$ cat config.mk
export PLATFORM = sky130hd
export DESIGN_NAME = irq_vector_unit
export DESIGN_NICKNAME = d
export VERILOG_FILES = /design/src/rtl/irqv_pkg.sv /design/src/rtl/irqv_arbiter.sv /design/src/rtl/irqv_vector.sv /design/src/rtl/irqv_enable.sv /design/src/rtl/irq_vector_unit.sv
export SDC_FILE = /design/constraint.sdc
export NUM_CORES = 1
export LEC_CHECK = 0
export BUFFER_PORTS_ARGS = -buffer_cell sky130_fd_sc_hd__buf_2
export CORE_AREA = 3 3 69 71
export CTS_CLUSTER_SIZE = 40
export DETAILED_ROUTE_END_ITERATION = 8
export DIE_AREA = 0 0 72 74
export PLACE_DENSITY = 0.5
export SETUP_SLACK_MARGIN = 0.2
export SYNTH_ARGS = -nofsm -noshare
export SYNTH_HDL_FRONTEND = slang
export SYNTH_SLANG_ARGS = --single-unit
export TNS_END_PERCENT = 1
$ cat constraint.sdc
create_clock -name clk -period 2.2 [get_ports clk]
set_clock_uncertainty 0.1 [all_clocks]
set_input_delay 0.22 -clock clk [delete_from_list [all_inputs] [get_ports clk]]
set_output_delay 0.22 -clock clk [all_outputs]
set_load 0.01 [all_outputs]
$ cat src/rtl/irqv_pkg.sv
package irqv_pkg;
  localparam int NRST   = 3;            // restart lines, index NRST-1 ranks highest
  localparam int NSRC   = NRST + 2;     // plus non-maskable and general
  localparam int ADDR_W = 16;
  localparam int CYC_W  = 5;
  localparam int SRC_NMI = NSRC - 1;
  localparam int SRC_GEN = 0;
endpackage

$ cat src/rtl/irqv_arbiter.sv
module irqv_arbiter
  import irqv_pkg::*;
(
  input  logic            nmi,
  input  logic [NRST-1:0] rst_req,
  input  logic [NRST-1:0] rst_mask,
  input  logic            gen_req,
  input  logic            allow,
  output logic [NSRC-1:0] grant
);
  logic [NSRC-1:0] cand;

  assign cand[SRC_NMI] = nmi;
  assign cand[SRC_GEN] = gen_req & allow;

  generate
    for (genvar i = 0; i < NRST; i++) begin : g_cand
      assign cand[i+1] = rst_req[i] & ~rst_mask[i] & allow;
    end
    assign grant[NSRC-1] = cand[NSRC-1];
    for (genvar k = 0; k < NSRC-1; k++) begin : g_grant
      assign grant[k] = cand[k] & ~(|cand[NSRC-1:k+1]);
    end
  endgenerate
endmodule

$ cat src/rtl/irqv_vector.sv
module irqv_vector
  import irqv_pkg::*;
#(
  parameter int NMI_VEC   = 'h24,
  parameter int RST_BASE  = 'h2C,
  parameter int RST_STEP  = 8,
  parameter int RST_CYC   = 11,
  parameter int JMP_CYC   = 10,
  parameter int CALL_XTRA = 7
) (
  input  logic [NSRC-1:0]   grant,
  input  logic              gen_call,
  input  logic [ADDR_W-1:0] gen_vec,
  output logic [ADDR_W-1:0] vec,
  output logic              push,
  output logic [CYC_W-1:0]  cyc
);
  localparam int CALL_CYC = JMP_CYC + CALL_XTRA;

  always_comb begin
    vec  = '0;
    push = 1'b0;
    cyc  = '0;
    if (grant[SRC_NMI]) begin
      vec  = ADDR_W'(NMI_VEC);
      push = 1'b1;
      cyc  = CYC_W'(RST_CYC);
    end
    for (int i = 0; i < NRST; i++) begin
      if (grant[i+1]) begin
        vec  = ADDR_W'(RST_BASE + RST_STEP * i);
        push = 1'b1;
        cyc  = CYC_W'(RST_CYC);
      end
    end
    if (grant[SRC_GEN]) begin
      vec  = gen_vec;
      push = gen_call;
      cyc  = gen_call ? CYC_W'(CALL_CYC) : CYC_W'(JMP_CYC);
    end
  end
endmodule

$ cat src/rtl/irqv_enable.sv
module irqv_enable (
  input  logic clk,
  input  logic rst_n,
  input  logic ei,
  input  logic di,
  input  logic boundary,
  input  logic accept,
  output logic en,
  output logic allow
);
  localparam int HOLD = 2;
  localparam int CW   = $clog2(HOLD + 1);

  logic [CW-1:0] hold_cnt;

  assign allow = en & (hold_cnt != CW'(HOLD)) & ~ei & ~di;

  always_ff @(posedge clk) begin
    if (!rst_n) begin
      en       <= 1'b0;
      hold_cnt <= '0;
    end else if (di || accept) begin
      en       <= 1'b0;
      hold_cnt <= '0;
    end else if (ei) begin
      en       <= 1'b1;
      hold_cnt <= boundary ? CW'(HOLD - 1) : CW'(HOLD);
    end else if (boundary && hold_cnt != '0) begin
      hold_cnt <= hold_cnt - 1'b1;
    end
  end
endmodule

$ cat src/rtl/irq_vector_unit.sv
module irq_vector_unit
  import irqv_pkg::*;
(
  input  logic              clk,
  input  logic              rst_n,
  input  logic              nmi_req,
  input  logic [NRST-1:0]   rst_req,
  input  logic [NRST-1:0]   rst_mask,
  input  logic              gen_req,
  input  logic              gen_is_call,
  input  logic [ADDR_W-1:0] gen_vector,
  input  logic              ei_pulse,
  input  logic              di_pulse,
  input  logic              boundary,
  output logic              int_en,
  output logic              take,
  output logic [NSRC-1:0]   take_src,
  output logic [ADDR_W-1:0] vector,
  output logic              push_pc,
  output logic [CYC_W-1:0]  cycles
);
  logic              allow, accept;
  logic [NSRC-1:0]   grant;
  logic [ADDR_W-1:0] vec_d;
  logic              push_d;
  logic [CYC_W-1:0]  cyc_d;

  irqv_enable u_enable (
    .clk(clk), .rst_n(rst_n), .ei(ei_pulse), .di(di_pulse),
    .boundary(boundary), .accept(accept), .en(int_en), .allow(allow)
  );

  irqv_arbiter u_arb (
    .nmi(nmi_req & boundary), .rst_req(rst_req & {NRST{boundary}}),
    .rst_mask(rst_mask), .gen_req(gen_req & boundary), .allow(allow),
    .grant(grant)
  );

  irqv_vector u_vec (
    .grant(grant), .gen_call(gen_is_call), .gen_vec(gen_vector),
    .vec(vec_d), .push(push_d), .cyc(cyc_d)
  );

  assign accept = |grant;

  always_ff @(posedge clk) begin
    if (!rst_n) begin
      take     <= 1'b0;
      take_src <= '0;
      vector   <= '0;
      push_pc  <= 1'b0;
      cycles   <= '0;
    end else begin
      take     <= accept;
      take_src <= grant;
      vector   <= accept ? vec_d : '0;
      push_pc  <= accept & push_d;
      cycles   <= accept ? cyc_d : '0;
    end
  end
endmodule

# After elaboration in Yosys (flattened, before gate mapping)
# Cells that the tools add are included.
[op_classes]
n_addsub = 1
n_eq_ne = 1
mux = 19
bitwise_logic = 28
n_reduce_logical = 10
[op_table]
columns = ["cell", "count"]
rows = [
  ["$mux 6", 4],
  ["$and 1x1->1", 17],
  ["$mux 16", 1],
  ["$mux 4", 4],
  ["$mux 5", 2],
  ["$not 1->1", 10],
  ["$mux 2", 3],
  ["$mux 1", 5],
  ["$reduce_or 5->1", 1],
  ["$reduce_bool 2->1", 2],
  ["$reduce_or 2->1", 2],
  ["$reduce_or 4->1", 1],
  ["$and 3x3->3", 1],
  ["$reduce_or 3->1", 1],
  ["$ne 2x2->1 const B", 1],
  ["$reduce_and 2->1", 1],
  ["$sub 2x1->2 const B", 1],
  ["$logic_and 1x1->1", 1],
  ["$logic_or 1x1->1", 1],
]
[word_totals]
ff_bits = 31
elab_cells = 66

# Longest topological paths before layout
[logic_depth]
depth_word = 13
ltp_mapped = 7
ltp_nobuf = 6

# By module
# Synthesis repeated with hierarchy kept, for this count alone.
[hier_totals]
hier_cells = 160
hier_area_um2 = 1390.1
[by_module_without_submodules]
columns = ["mod", "instances", "cells_each", "area_per_inst_um2", "seq_area_each_um2"]
rows = [
  ["irq_vector_unit", 1, 93, 902.1, 560.5],
  ["irqv_vector", 1, 34, 221.5, 0.0],
  ["irqv_enable", 1, 21, 181.4, 60.1],
  ["irqv_arbiter", 1, 12, 85.1, 0.0],
]

# Worst setup path after synthesis
# Ideal clock, no wire load.
[synth_timing]
path_type = "reg2reg"
startpoint = "register u_enable.hold_cnt[0]"
endpoint = "register vector[10]"
setup_ps = 57
arrival_ps = 1597
required_time_ps = 2043
setup_slack_ps = 446
stages_incl_launch_ff = 8
n_path_buf = 1
synth_period_minus_slack_ps = 1754
cell_sequence = "dfxtp_1 > inv_1 > ha_1 > nor4b_4 > nand4b_4 > nor3_2 > buf_6 > and2_2"
[synth_between]
elab_chain_cells = 10
[synth_lines]
columns = ["element", "line_no", "rtl"]
rows = [
  ["from (decl)", "irqv_enable.sv:14", "logic [CW-1:0] hold_cnt;"],
  ["from (signal assigned)", "irqv_enable.sv:27", "hold_cnt <= boundary ? CW'(HOLD - 1) : CW'(HOLD);"],
  ["from (signal assigned)", "irqv_enable.sv:29", "hold_cnt <= hold_cnt - 1'b1;"],
  ["$ne 2x2->1 (*)", "irqv_enable.sv:16", "assign allow = en & (hold_cnt != CW'(HOLD)) & ~ei & ~di;"],
  ["$and 1x1->1 (*) (3 in a row)", "irqv_enable.sv:16", ""],
  ["$and 1x1->1", "irqv_arbiter.sv:18", "assign cand[i+1] = rst_req[i] & ~rst_mask[i] & allow;"],
  ["$reduce_or 4->1, or another cell as far along", "irqv_arbiter.sv:22", "assign grant[k] = cand[k] & ~(|cand[NSRC-1:k+1]);"],
  ["$not 1->1", "irqv_arbiter.sv:22", ""],
  ["$and 1x1->1", "irqv_arbiter.sv:22", ""],
  ["$reduce_or 5->1", "irq_vector_unit.sv:44", "assign accept = |grant;"],
  ["$reduce_and 2->1 (no source line)", "--", ""],
  ["to (signal assigned)", "irq_vector_unit.sv:56", "vector <= accept ? vec_d : '0;"],
  ["to (decl)", "irq_vector_unit.sv:18", "output logic [ADDR_W-1:0] vector,"],
]
# Every way passes the cells marked *; elsewhere a longest branch is shown, timed or not.
# A chain may end at the register's enable or synchronous reset.

# Worst setup path after layout
[layout_timing]
startpoint = "register u_enable.hold_cnt[0]"
endpoint = "register vector[13]"
# Same word-level chain as after synthesis.

==> out/qor.csv <==
stage;metric;value;unit
clock_network;root_buffer;clkbuf_8;
finish;stdcell_count;215;
logic_synthesis;ys_seq_area_share;55.1;%
sta;fin_ws;0.438;ns
sta;rsz0062_at_grt;false;
logic_synthesis;syn-num-nets;131;
placed_design;routabilityCongestion;0.757;
critical_path;path_class;register to register;
finish;n_fill_cell;457;
global_routing;grt_pass1_wl;3910;um
placed_design;place_area;0.00139;mm^2
global_routing;grt_antenna_before_repair;0;
route;first_pass_iters;4;
power_and_ir_drop;p_comb_share;7.1;%
global_routing;grt_overflow;0;
global_routing;use_met2;16.0;%
route;drt.antenna.violating_nets;0;
outcome;status;finished clean;
critical_path;cp_max_fo;13;
power_and_ir_drop;seq_power_share;45.5;%
global_routing;use_met1;10.8;%
logic_synthesis;ys_types;28;
power_and_ir_drop;p_clk_share;47.4;%
critical_path;cp-start-kind;register;
sta;setup_viol;0;
global_routing;grt_use_met3;4.19;%
sta;hold_viol_final;0;
placed_design;place_hpwl;1890;um
global_routing;first_global_vias;862;
sta;post-route-period-util;80.1;%
logic_synthesis;synth_top_area_share;55.1;%
logic_synthesis;synth-main-ff-cell;dfxtp_1;
finish;fin_area;0.00151;mm^2
power_and_ir_drop;ir_drop;0.407;mV
clock_network;clk_latency;0.27;ns
floorplan;ioPinCount;59;
route;drt_iter0_drc;15;
sta;tns;0;ns
logic_synthesis;synth_seq_cells;29;
clock_network;path_clk_slew;0.06;ns
route;vias_per_cell;4.13;
route;drc;0;
run;drv_cap;0;
floorplan;core-area;0.00429;mm^2
finish;antenna_cells;0;
floorplan;die_w;72;um
logic_synthesis;synth_area;0.00105;mm^2
global_routing;top_usage_layer;met2;
hold_path;hold_class;input pin to register;
critical_path;cp-end-kind;register;
clock_network;clk_path_buf_depth;2;
sta;fin_crit;1.76;ns
placed_design;io_buffer_count;57;
sta;drv_slew;0;
sta;max_freq;0.567;GHz
placed_design;dp.cells;206;
logic_synthesis;yosysWarnings;0;
finish;syn2layout_area_growth;43.2;%
route;wire_per_inst;10.9;um
power_and_ir_drop;p_sw_share;20.0;%
critical_path;cp.arrival;1.88;ns
floorplan;rows;24;
clock_network;cts_inserted_buffers;5;
power_and_ir_drop;p_leak;0.763;nW
power_and_ir_drop;power;0.00118;W
placed_design;pre_cts_slack;0.306;ns
critical_path;required;2.32;ns
clock_network;cts.sinks;29;
power_and_ir_drop;p_per_area;780;mW/mm^2
logic_synthesis;synth_cells;99;
logic_synthesis;netlist_top_cells_area;dfxtp_1 (55%), and2_2 (8.6%), a21oi_1 (2.9%), nor2_1 (2.5%), ha_1 (2.4%);
finish;drive_gt1_share;52.8;%
logic_synthesis;synthTopCellsByCount;dfxtp_1 (29), and2_2 (12), nor2_1 (7);
power_and_ir_drop;switchingPower;0.000235;W
logic_synthesis;async_flop_share;0;%
global_routing;grtUsageTotal;9.83;%
power_and_ir_drop;p_int;0.000942;W
logic_synthesis;synth_edf_count;0;
clock_network;cts_setup_buffers;0;
global_routing;grt_max_degree;14;
route;vias;887;
clock_network;hold_buffers;0;
logic_synthesis;yosys.area.top_type;dfxtp_1;
floorplan;dieArea;0.00533;mm^2
logic_synthesis;yosysMostFrequentCell;dfxtp_1;
floorplan;start_util;24.5;%
clock_network;cts_htree_levels;2;
clock_network;cts_tree;built;
floorplan;die_h;74;um
clock_network;cts_resized;0;
route;wl;2350;um
logic_synthesis;syn_avg_cell_area;10.6;um^2
finish;fin_nets;194;
==> flip-flops by register name (all words and copies together) (netlist names) <==
name,flops
push_pc,1
vector,16
take,1
u_enable.en,1
u_enable.hold_cnt,2
cycles,3
take_src,5
==> logic make-up after synthesis <==
group,count (synthesis),synth area share [%]
buf+inv,8,4.28
simple gates,42,28.0
other cells,1,0.356
compound gates,17,9.86
flops,29,55.1
fa+ha+maj,2,2.37
==> path summary, 6_finish.rpt <==
kind / from / endpoint / slack [ns] / cells after the start
hold / removal: gen_vector[14] / vector[14] / 0.06 / 2
setup / recovery: u_enable.hold_cnt[0] / vector[13] / 0.44 / 8
hold reg to reg: u_enable.en / u_enable.en / 0.42 / 2
setup reg to reg: u_enable.hold_cnt[0] / vector[13] / 0.44 / 8
==> metal layers <==
layer	up-vias	part of all wire [%]
li1	453	-
met1	383	43
met2	44	45
met3	7	10
met4	0	2.3
met5	-	0
==> power by group through the flow <==
| stage | Clock, W | Combinational (W) | Sequential (W) |
|---|---|---|---|
| CTS | 0.000578 | 0.0000846 | 0.000536 |
| global placement | 0 | 0.0000824 | 0.000547 |
| global route | 0.000603 | 0.0000966 | 0.000536 |
| finish | 0.000558 | 0.0000840 | 0.000536 |
| detailed placement | 0 | 0.0000839 | 0.000548 |
| floorplan | 0 | 0.0000374 | 0.000550 |
==> final cells by class <==
type | instances | area [um^2] | area share, %
tap | 52 | 65.1 | 4.31
timing repair buffer | 59 | 300 | 19.9
sequential | 29 | 581 | 38.5
clock buffer | 7 | 86.3 | 5.72
inverter | 5 | 18.8 | 1.24
clock inverter | 1 | 30.0 | 1.99
multi-input combinational | 62 | 428 | 28.4
==> layout by cell type, fill, tap and decap left out, types with 2 or more instances in the layout <==
cell / instances
a21oi_1: 6
inv_1: 5
nand2_1: 6
dfxtp_1: 29
and2_2: 12
a21boi_0: 2
ha_1: 2
o21ai_0: 5
or2b_2: 2
buf_4: 2
nand2b_1: 3
nor2_1: 7
buf_2: 57
nand3_1: 3
clkbuf_8: 6
==> worst max-delay path: stages (launching register included) <==
cell	delay (ns)
dfxtp_1	0.35
inv_1	0.07
ha_1	0.22
nor4b_4	0.21
buf_4	0.18
nand4b_4	0.14
nor3_2	0.12
buf_4	0.18
and2_2	0.15
==> metrics by stage <==
step | utilization, % | hold slack (ns)
final | 35.1 | 0.0597
after global routing | 35.1 | 0.0445
after CTS | 35.0 | 0.0476
after detailed placement | 32.3 | 0.337
after global placement | 32.3 | 0.334
after floorplan | - | 0.236
No activity file was read; power rests on OpenSTA's default activity.
